==> config.mk <==
export PLATFORM = sky130hd
export DESIGN_NAME = branch_resolve_unit
export DESIGN_NICKNAME = d
export VERILOG_FILES = /design/src/rtl/bru_pkg.sv /design/src/rtl/bru_decode.sv /design/src/rtl/bru_cond_eval.sv /design/src/rtl/bru_target_gen.sv /design/src/rtl/bru_out_stage.sv /design/src/rtl/branch_resolve_unit.sv
export SDC_FILE = /design/constraint.sdc
export NUM_CORES = 1
export LEC_CHECK = 0
export BUFFER_PORTS_ARGS = -buffer_cell sky130_fd_sc_hd__buf_2
export CAP_MARGIN = 20
export CELL_PAD_IN_SITES_DETAIL_PLACEMENT = 1
export CELL_PAD_IN_SITES_GLOBAL_PLACEMENT = 1
export CORE_MARGIN = 4
export CORE_UTILIZATION = 36
export DETAILED_ROUTE_END_ITERATION = 10
export PLACE_DENSITY = 0.82
export SETUP_SLACK_MARGIN = 0.3
export SYNTH_ARGS = -nofsm -noshare
export SYNTH_HDL_FRONTEND = slang
export SYNTH_SLANG_ARGS = --single-unit
==> constraint.sdc <==
create_clock -name clk -period 4.5 [get_ports clk]
set_clock_uncertainty 0.2 [all_clocks]
set_input_delay 0.45 -clock clk [delete_from_list [all_inputs] [get_ports clk]]
set_output_delay 0.45 -clock clk [all_outputs]
set_load 0.03 [all_outputs]
==> src/rtl/bru_pkg.sv <==
package bru_pkg;
  typedef enum logic [2:0] {
    K_NONE = 3'd0,
    K_COND = 3'd1,
    K_BIT  = 3'd2,
    K_JMP  = 3'd3,
    K_CALL = 3'd4,
    K_LOOP = 3'd5,
    K_IND  = 3'd6,
    K_SEL  = 3'd7
  } kind_e;

  typedef struct packed {
    kind_e      kind;
    logic [3:0] cond;
    logic [2:0] sel3;
    logic       sel_val;
  } dec_t;

  localparam logic [7:0] OP_IND = 8'hB3;
endpackage

==> src/rtl/bru_decode.sv <==
module bru_decode
  import bru_pkg::*;
(
  input  logic [7:0] opcode,
  output dec_t       dec
);
  logic [3:0] hi;
  logic [3:0] lo;
  logic       cond_ok;

  assign hi = opcode[7:4];
  assign lo = opcode[3:0];

  always_comb begin
    case (hi)
      4'd0, 4'd6, 4'd10, 4'd13: cond_ok = 1'b0;
      default:                  cond_ok = 1'b1;
    endcase
  end

  always_comb begin
    dec.kind    = K_NONE;
    dec.cond    = hi;
    dec.sel3    = opcode[7:5];
    dec.sel_val = opcode[4];
    if (opcode == OP_IND) begin
      dec.kind = K_IND;
    end else if (lo == 4'h4) begin
      dec.kind = opcode[4] ? K_CALL : K_JMP;
    end else if (lo == 4'h6 && cond_ok) begin
      dec.kind = K_COND;
    end else if (lo == 4'h2 && opcode[4]) begin
      dec.kind = K_BIT;
    end else if (hi == 4'hE && opcode[3]) begin
      dec.kind = K_LOOP;
      dec.sel3 = opcode[2:0];
    end else if (lo == 4'h5 && hi[3:1] == 3'b111) begin
      dec.kind = K_SEL;
    end
  end
endmodule

==> src/rtl/bru_cond_eval.sv <==
module bru_cond_eval #(
  parameter int DATA_W = 8
) (
  input  logic [3:0]        cond,
  input  logic [DATA_W-1:0] acc,
  input  logic              carry,
  input  logic              f0,
  input  logic              f1,
  input  logic              t0,
  input  logic              t1,
  input  logic              int_n,
  input  logic              timer_flag,
  output logic              hit
);
  logic acc_zero;
  assign acc_zero = (acc == '0);

  always_comb begin
    case (cond)
      4'd1:    hit = timer_flag;
      4'd2:    hit = ~t0;
      4'd3:    hit = t0;
      4'd4:    hit = ~t1;
      4'd5:    hit = t1;
      4'd7:    hit = f1;
      4'd8:    hit = int_n;
      4'd9:    hit = ~acc_zero;
      4'd11:   hit = f0;
      4'd12:   hit = acc_zero;
      4'd14:   hit = ~carry;
      4'd15:   hit = carry;
      default: hit = 1'b0;
    endcase
  end
endmodule

==> src/rtl/bru_target_gen.sv <==
module bru_target_gen
  import bru_pkg::*;
#(
  parameter int PC_W   = 12,
  parameter int DATA_W = 8
) (
  input  dec_t              dec,
  input  logic              cond_hit,
  input  logic [DATA_W-1:0] acc,
  input  logic [DATA_W-1:0] operand,
  input  logic [DATA_W-1:0] table_byte,
  input  logic [DATA_W-1:0] reg_val,
  input  logic [PC_W-1:0]   next_pc,
  input  logic              bank,
  output logic              branch,
  output logic              taken,
  output logic              is_call,
  output logic [PC_W-1:0]   target,
  output logic [PC_W-1:0]   resolved_pc,
  output logic              reg_we,
  output logic [2:0]        reg_idx,
  output logic [DATA_W-1:0] reg_new
);
  localparam int PAGE_W = PC_W - DATA_W;

  logic [PC_W-1:0]   short_t;
  logic [PC_W-1:0]   long_t;
  logic [PC_W-1:0]   ind_t;
  logic [DATA_W-1:0] dec_val;

  assign short_t = {next_pc[PC_W-1:DATA_W], operand};
  assign ind_t   = {next_pc[PC_W-1:DATA_W], table_byte};
  assign long_t  = PC_W'({bank, dec.sel3, operand});
  assign dec_val = reg_val - DATA_W'(1);

  always_comb begin
    branch  = 1'b1;
    taken   = 1'b0;
    is_call = 1'b0;
    target  = short_t;
    reg_we  = 1'b0;
    reg_idx = dec.sel3;
    reg_new = dec_val;
    unique case (dec.kind)
      K_COND: taken = cond_hit;
      K_BIT:  taken = acc[dec.sel3];
      K_JMP: begin
        taken  = 1'b1;
        target = long_t;
      end
      K_CALL: begin
        taken   = 1'b1;
        is_call = 1'b1;
        target  = long_t;
      end
      K_LOOP: begin
        reg_we = 1'b1;
        taken  = (dec_val != '0);
      end
      K_IND: begin
        taken  = 1'b1;
        target = ind_t;
      end
      default: branch = 1'b0;
    endcase
    resolved_pc = taken ? target : next_pc;
  end

  if (PAGE_W < 1) begin : g_bad_width
    initial $error("PC_W must exceed DATA_W");
  end
endmodule

==> src/rtl/bru_out_stage.sv <==
module bru_out_stage #(
  parameter int W = 8
) (
  input  logic         clk,
  input  logic         rst_n,
  input  logic         in_valid,
  output logic         in_ready,
  input  logic [W-1:0] in_data,
  output logic         out_valid,
  input  logic         out_ready,
  output logic [W-1:0] out_data
);
  assign in_ready = ~out_valid | out_ready;

  always_ff @(posedge clk) begin
    if (!rst_n) begin
      out_valid <= 1'b0;
      out_data  <= '0;
    end else if (in_ready) begin
      out_valid <= in_valid;
      if (in_valid) out_data <= in_data;
    end
  end
endmodule

==> src/rtl/branch_resolve_unit.sv <==
module branch_resolve_unit
  import bru_pkg::*;
#(
  parameter int PC_W   = 12,
  parameter int DATA_W = 8
) (
  input  logic              clk,
  input  logic              rst_n,
  input  logic              in_valid,
  output logic              in_ready,
  input  logic [7:0]        in_opcode,
  input  logic [DATA_W-1:0] in_operand,
  input  logic [PC_W-1:0]   in_next_pc,
  input  logic [DATA_W-1:0] in_acc,
  input  logic              in_carry,
  input  logic              in_f0,
  input  logic              in_f1,
  input  logic              in_t0,
  input  logic              in_t1,
  input  logic              in_int_n,
  input  logic              in_timer_flag,
  input  logic [DATA_W-1:0] in_reg_val,
  input  logic [DATA_W-1:0] in_table_byte,
  output logic              out_valid,
  input  logic              out_ready,
  output logic              out_branch,
  output logic              out_taken,
  output logic              out_is_call,
  output logic [PC_W-1:0]   out_target,
  output logic [PC_W-1:0]   out_next_pc,
  output logic              out_reg_we,
  output logic [2:0]        out_reg_idx,
  output logic [DATA_W-1:0] out_reg_val,
  output logic              mem_bank
);
  localparam int PAY_W = 4 + 2 * PC_W + 1 + 3 + DATA_W;

  dec_t              dec;
  logic              cond_hit;
  logic              c_branch, c_taken, c_call, c_we;
  logic [PC_W-1:0]   c_target, c_pc;
  logic [2:0]        c_idx;
  logic [DATA_W-1:0] c_val;
  logic [PAY_W-1:0]  pay_in, pay_out;
  logic              bank_q;
  logic              accept;

  bru_decode u_decode (
    .opcode (in_opcode),
    .dec    (dec)
  );

  bru_cond_eval #(.DATA_W(DATA_W)) u_cond (
    .cond       (dec.cond),
    .acc        (in_acc),
    .carry      (in_carry),
    .f0         (in_f0),
    .f1         (in_f1),
    .t0         (in_t0),
    .t1         (in_t1),
    .int_n      (in_int_n),
    .timer_flag (in_timer_flag),
    .hit        (cond_hit)
  );

  bru_target_gen #(.PC_W(PC_W), .DATA_W(DATA_W)) u_target (
    .dec         (dec),
    .cond_hit    (cond_hit),
    .acc         (in_acc),
    .operand     (in_operand),
    .table_byte  (in_table_byte),
    .reg_val     (in_reg_val),
    .next_pc     (in_next_pc),
    .bank        (bank_q),
    .branch      (c_branch),
    .taken       (c_taken),
    .is_call     (c_call),
    .target      (c_target),
    .resolved_pc (c_pc),
    .reg_we      (c_we),
    .reg_idx     (c_idx),
    .reg_new     (c_val)
  );

  assign pay_in = {c_branch, c_taken, c_call, c_we, c_target, c_pc, 1'b0, c_idx, c_val};

  bru_out_stage #(.W(PAY_W)) u_out (
    .clk       (clk),
    .rst_n     (rst_n),
    .in_valid  (in_valid),
    .in_ready  (in_ready),
    .in_data   (pay_in),
    .out_valid (out_valid),
    .out_ready (out_ready),
    .out_data  (pay_out)
  );

  logic unused_pad;
  assign {out_branch, out_taken, out_is_call, out_reg_we, out_target, out_next_pc,
          unused_pad, out_reg_idx, out_reg_val} = pay_out;

  assign accept = in_valid & in_ready;

  always_ff @(posedge clk) begin
    if (!rst_n)                          bank_q <= 1'b0;
    else if (accept && dec.kind == K_SEL) bank_q <= dec.sel_val;
  end

  assign mem_bank = bank_q;
endmodule

==> flow_summary.yaml <==
global_routing:
  grt_max_degree: 54
  overflow: 0
  grt_pass1_vias: 2425
  antenna_found_initial: 0
  track_usage_pct: 18.4
  grt_pass1_wl_um: 11400
setup_path:
  crit_family: "simple AND/OR/NAND/NOR gates"
  worst-r2r-cell-count: 6
  startpoint_type: "input pin"
  worstPathCellList: "buf_2, nand2b_2, or3_1, o21ai_0, mux4_2, a211oi_4, or2_1, o211ai_1"
  critPathMaxStageDelay_ns: 0.41
  cp-end-kind: "flip-flop"
  path_class: "in -> reg"
  crit_cells: 8
  r2r_end: "u_out.out_data[15]"
  cp_slowest_cell: "a211oi_4"
  cp.arrival_ns: 2.83
  critPathMaxFanout: 14
  crit_required_ns: 4.46
  r2r_slack_ns: 2.22
  path_buf_inv: 1
  rr_startpoint: "u_out.out_valid"
drt:
  drc: 0
  final_antenna_net_count: 0
  drtIter0Drc: 47
  wirelength_um: 7080
  first_pass_iters: 4
  vias: 2332
  wl_per_cell_um: 16.1
  vias_per_cell: 5.31
timing:
  slew_violations: 0
  tns_ns: 0
  post-route-period-util_pct: 63.8
  fmax_mhz: 348
  maxSlewHeadroom_pct: 39.0
  tightest_slew_ns: 0.915
  rsz0062_at_grt: "false"
  hold_violations: 0
  min_period_ns: 2.87
  finalSetupViolCount: 0
yosys:
  async_reset_ff_share_pct: 0
  synth.cell_area_um2: 2320
  syn_area_per_cell_um2: 8.54
  synth_most_common_cell: "dfxtp_1"
  yosys.cell_types.count: 51
  ys_ff_latch: 41
  synthAdderAreaFrac_pct: 1.08
  yosys_warnings: 0
  synthMuxAreaShare_pct: 7.97
  synth_seq_area_share_pct: 35.3
  synth_top_area_share_pct: 35.3
  synth-compound-area-share_pct: 23.2
  yosysTopAreaCell: "dfxtp_1"
  synth.area.top_cells: "dfxtp_1, nor2_1, mux2i_1, a211oi_1, buf_6"
  synth_xor_area_share_pct: 3.02
  synth_edf_count: 0
  synth_top_family_by_area: "compound AO/OA/AOI/OAI gates"
  netlist_top_cells_count: "dfxtp_1, nor2_1, nand3_1"
  synth-simple-area-share_pct: 21.6
  ys.flop_type: "dfxtp_1"
  syn_inst: 272
  syn_nets: 337
clocking:
  cts_hold_buf: 0
  clock_latency_ns: 0.29
  cts_setup_buffers: 0
  cts_tree: "built"
  root_buffer: "clkbuf_8"
  clk_path_buf_depth: 2
  clkTransAtPathRegs_ns: 0.08
  cts_resized: 0
  cts_sinks: 41
  cts_inserted_buffers: 5
  htreeDepth: 2
layout:
  syn_to_final_growth_pct: 23.4
  finalNetCount: 430
  n_antenna_cell: 0
  drive_above_1_share_pct: 34.1
pwr:
  power.density_nw_per_um2: 297
  total_power_w: 0.000852
  leakagePower_nw: 1.33
  max-vdd-ir-drop_uv: 159
floorplanning:
  die_y_um: 88.3
  dieArea_um2: 7800
  dieWidth_um: 88.3
  coreArea_um2: 6100
  placementRows: 28
  ioPinCount: 105
  start_util_pct: 38.1
run_status:
  status: "finished, final reports clean"
worst_hold_path:
  min_from: "in_valid"
  hold_path.class: "in -> reg"
  holdPathEnd: "u_out.out_valid"
  hold_depth: 3
placement:
  numPortBuffers: 104
  place_hpwl_um: 5610
  gp_routability_congestion: 0.883
job:
  maxCapViolCount: 0
## layer usage
layer	GRT usage (%)	wire, µm
met1	22.5	2980
met2	32.1	3550
met3	4.75	474
met4	5.08	75
met5	0	0
## kinds of logic after synthesis
group           count (synthesis)
flops                          41
mux                            17
buf+inv                        26
compound gates                 77
xor+xnor                        8
fa+ha+maj                       2
simple gates                  101
## worst max path at each step
stage	startpoint	to	slack, ns
after floorplan	in_opcode[7]	u_out.out_data[12]	1.85
after global placement	in_opcode[4]	u_out.out_data[17]	1.46
after detailed placement	in_opcode[4]	u_out.out_data[15]	1.34
after CTS	in_opcode[4]	u_out.out_data[16]	1.65
after global routing	in_opcode[4]	u_out.out_data[14]	1.50
final	in_opcode[4]	u_out.out_data[19]	1.63
## tightest hold or removal path: cells and delay by family
| kind | cells | cell delay, ns |
|---|---|---|
| AOI/OAI and AO/OA | 1 | 0.05 |
| buffers and inverters | 2 | 0.16 |
## per-stage QoR
| stage | hold slack [ns] | std cells | setup slack (ns) | instance area [µm²] | utilization (%) |
|---|---|---|---|---|---|
| final | 0.204 | 439 | 1.63 | 2870 | 47.0 |
| after global routing | 0.201 | 439 | 1.50 | 2870 | 47.0 |
| after CTS | 0.196 | 439 | 1.65 | 2870 | 47.0 |
| after detailed placement | 0.254 | 433 | 1.34 | 2790 | 45.8 |
| after global placement | 0.248 | 433 | 1.46 | 2790 | 45.8 |
| after floorplan | 0.346 | 272 | 1.85 | 2320 | - |
## registers in the layout, summed over array words and instances (netlist names)
register         flops
mem_bank             1
u_out.out_data      39
u_out.out_valid      1
## final cells by class
type | count | area (µm²)
fill | 805 | 3230
multi-input combinational | 205 | 1320
sequential | 41 | 821
timing repair buffer | 105 | 528
tap | 75 | 93.8
clock buffer | 5 | 68.8
inverter | 7 | 26.3
clock inverter | 1 | 5.00
## where the power goes
group / total (W) / internal, W / switching, W
Clock: 0.000223 / 0.000102 / 0.000121
Sequential: 0.000402 / 0.000389 / 0.0000130
Combinational: 0.000226 / 0.0000791 / 0.000147
Total: 0.000852 / 0.000571 / 0.000281
## cell usage in the layout (no fill, tap or decap), types with 4 or more instances in the layout
cell type,netlist,routed
nand3_1,18,18
nand2_1,12,12
xnor2_1,6,6
a21oi_1,16,16
mux2i_1,14,14
clkbuf_8,0,5
inv_1,6,6
buf_2,1,104
o21a_1,9,9
nor3b_1,4,4
o21ai_0,14,14
nor3_1,6,6
o211ai_1,8,8
a211oi_1,15,15
nor2_1,40,40
dfxtp_1,41,41
Power figures use the tool's default switching activity.
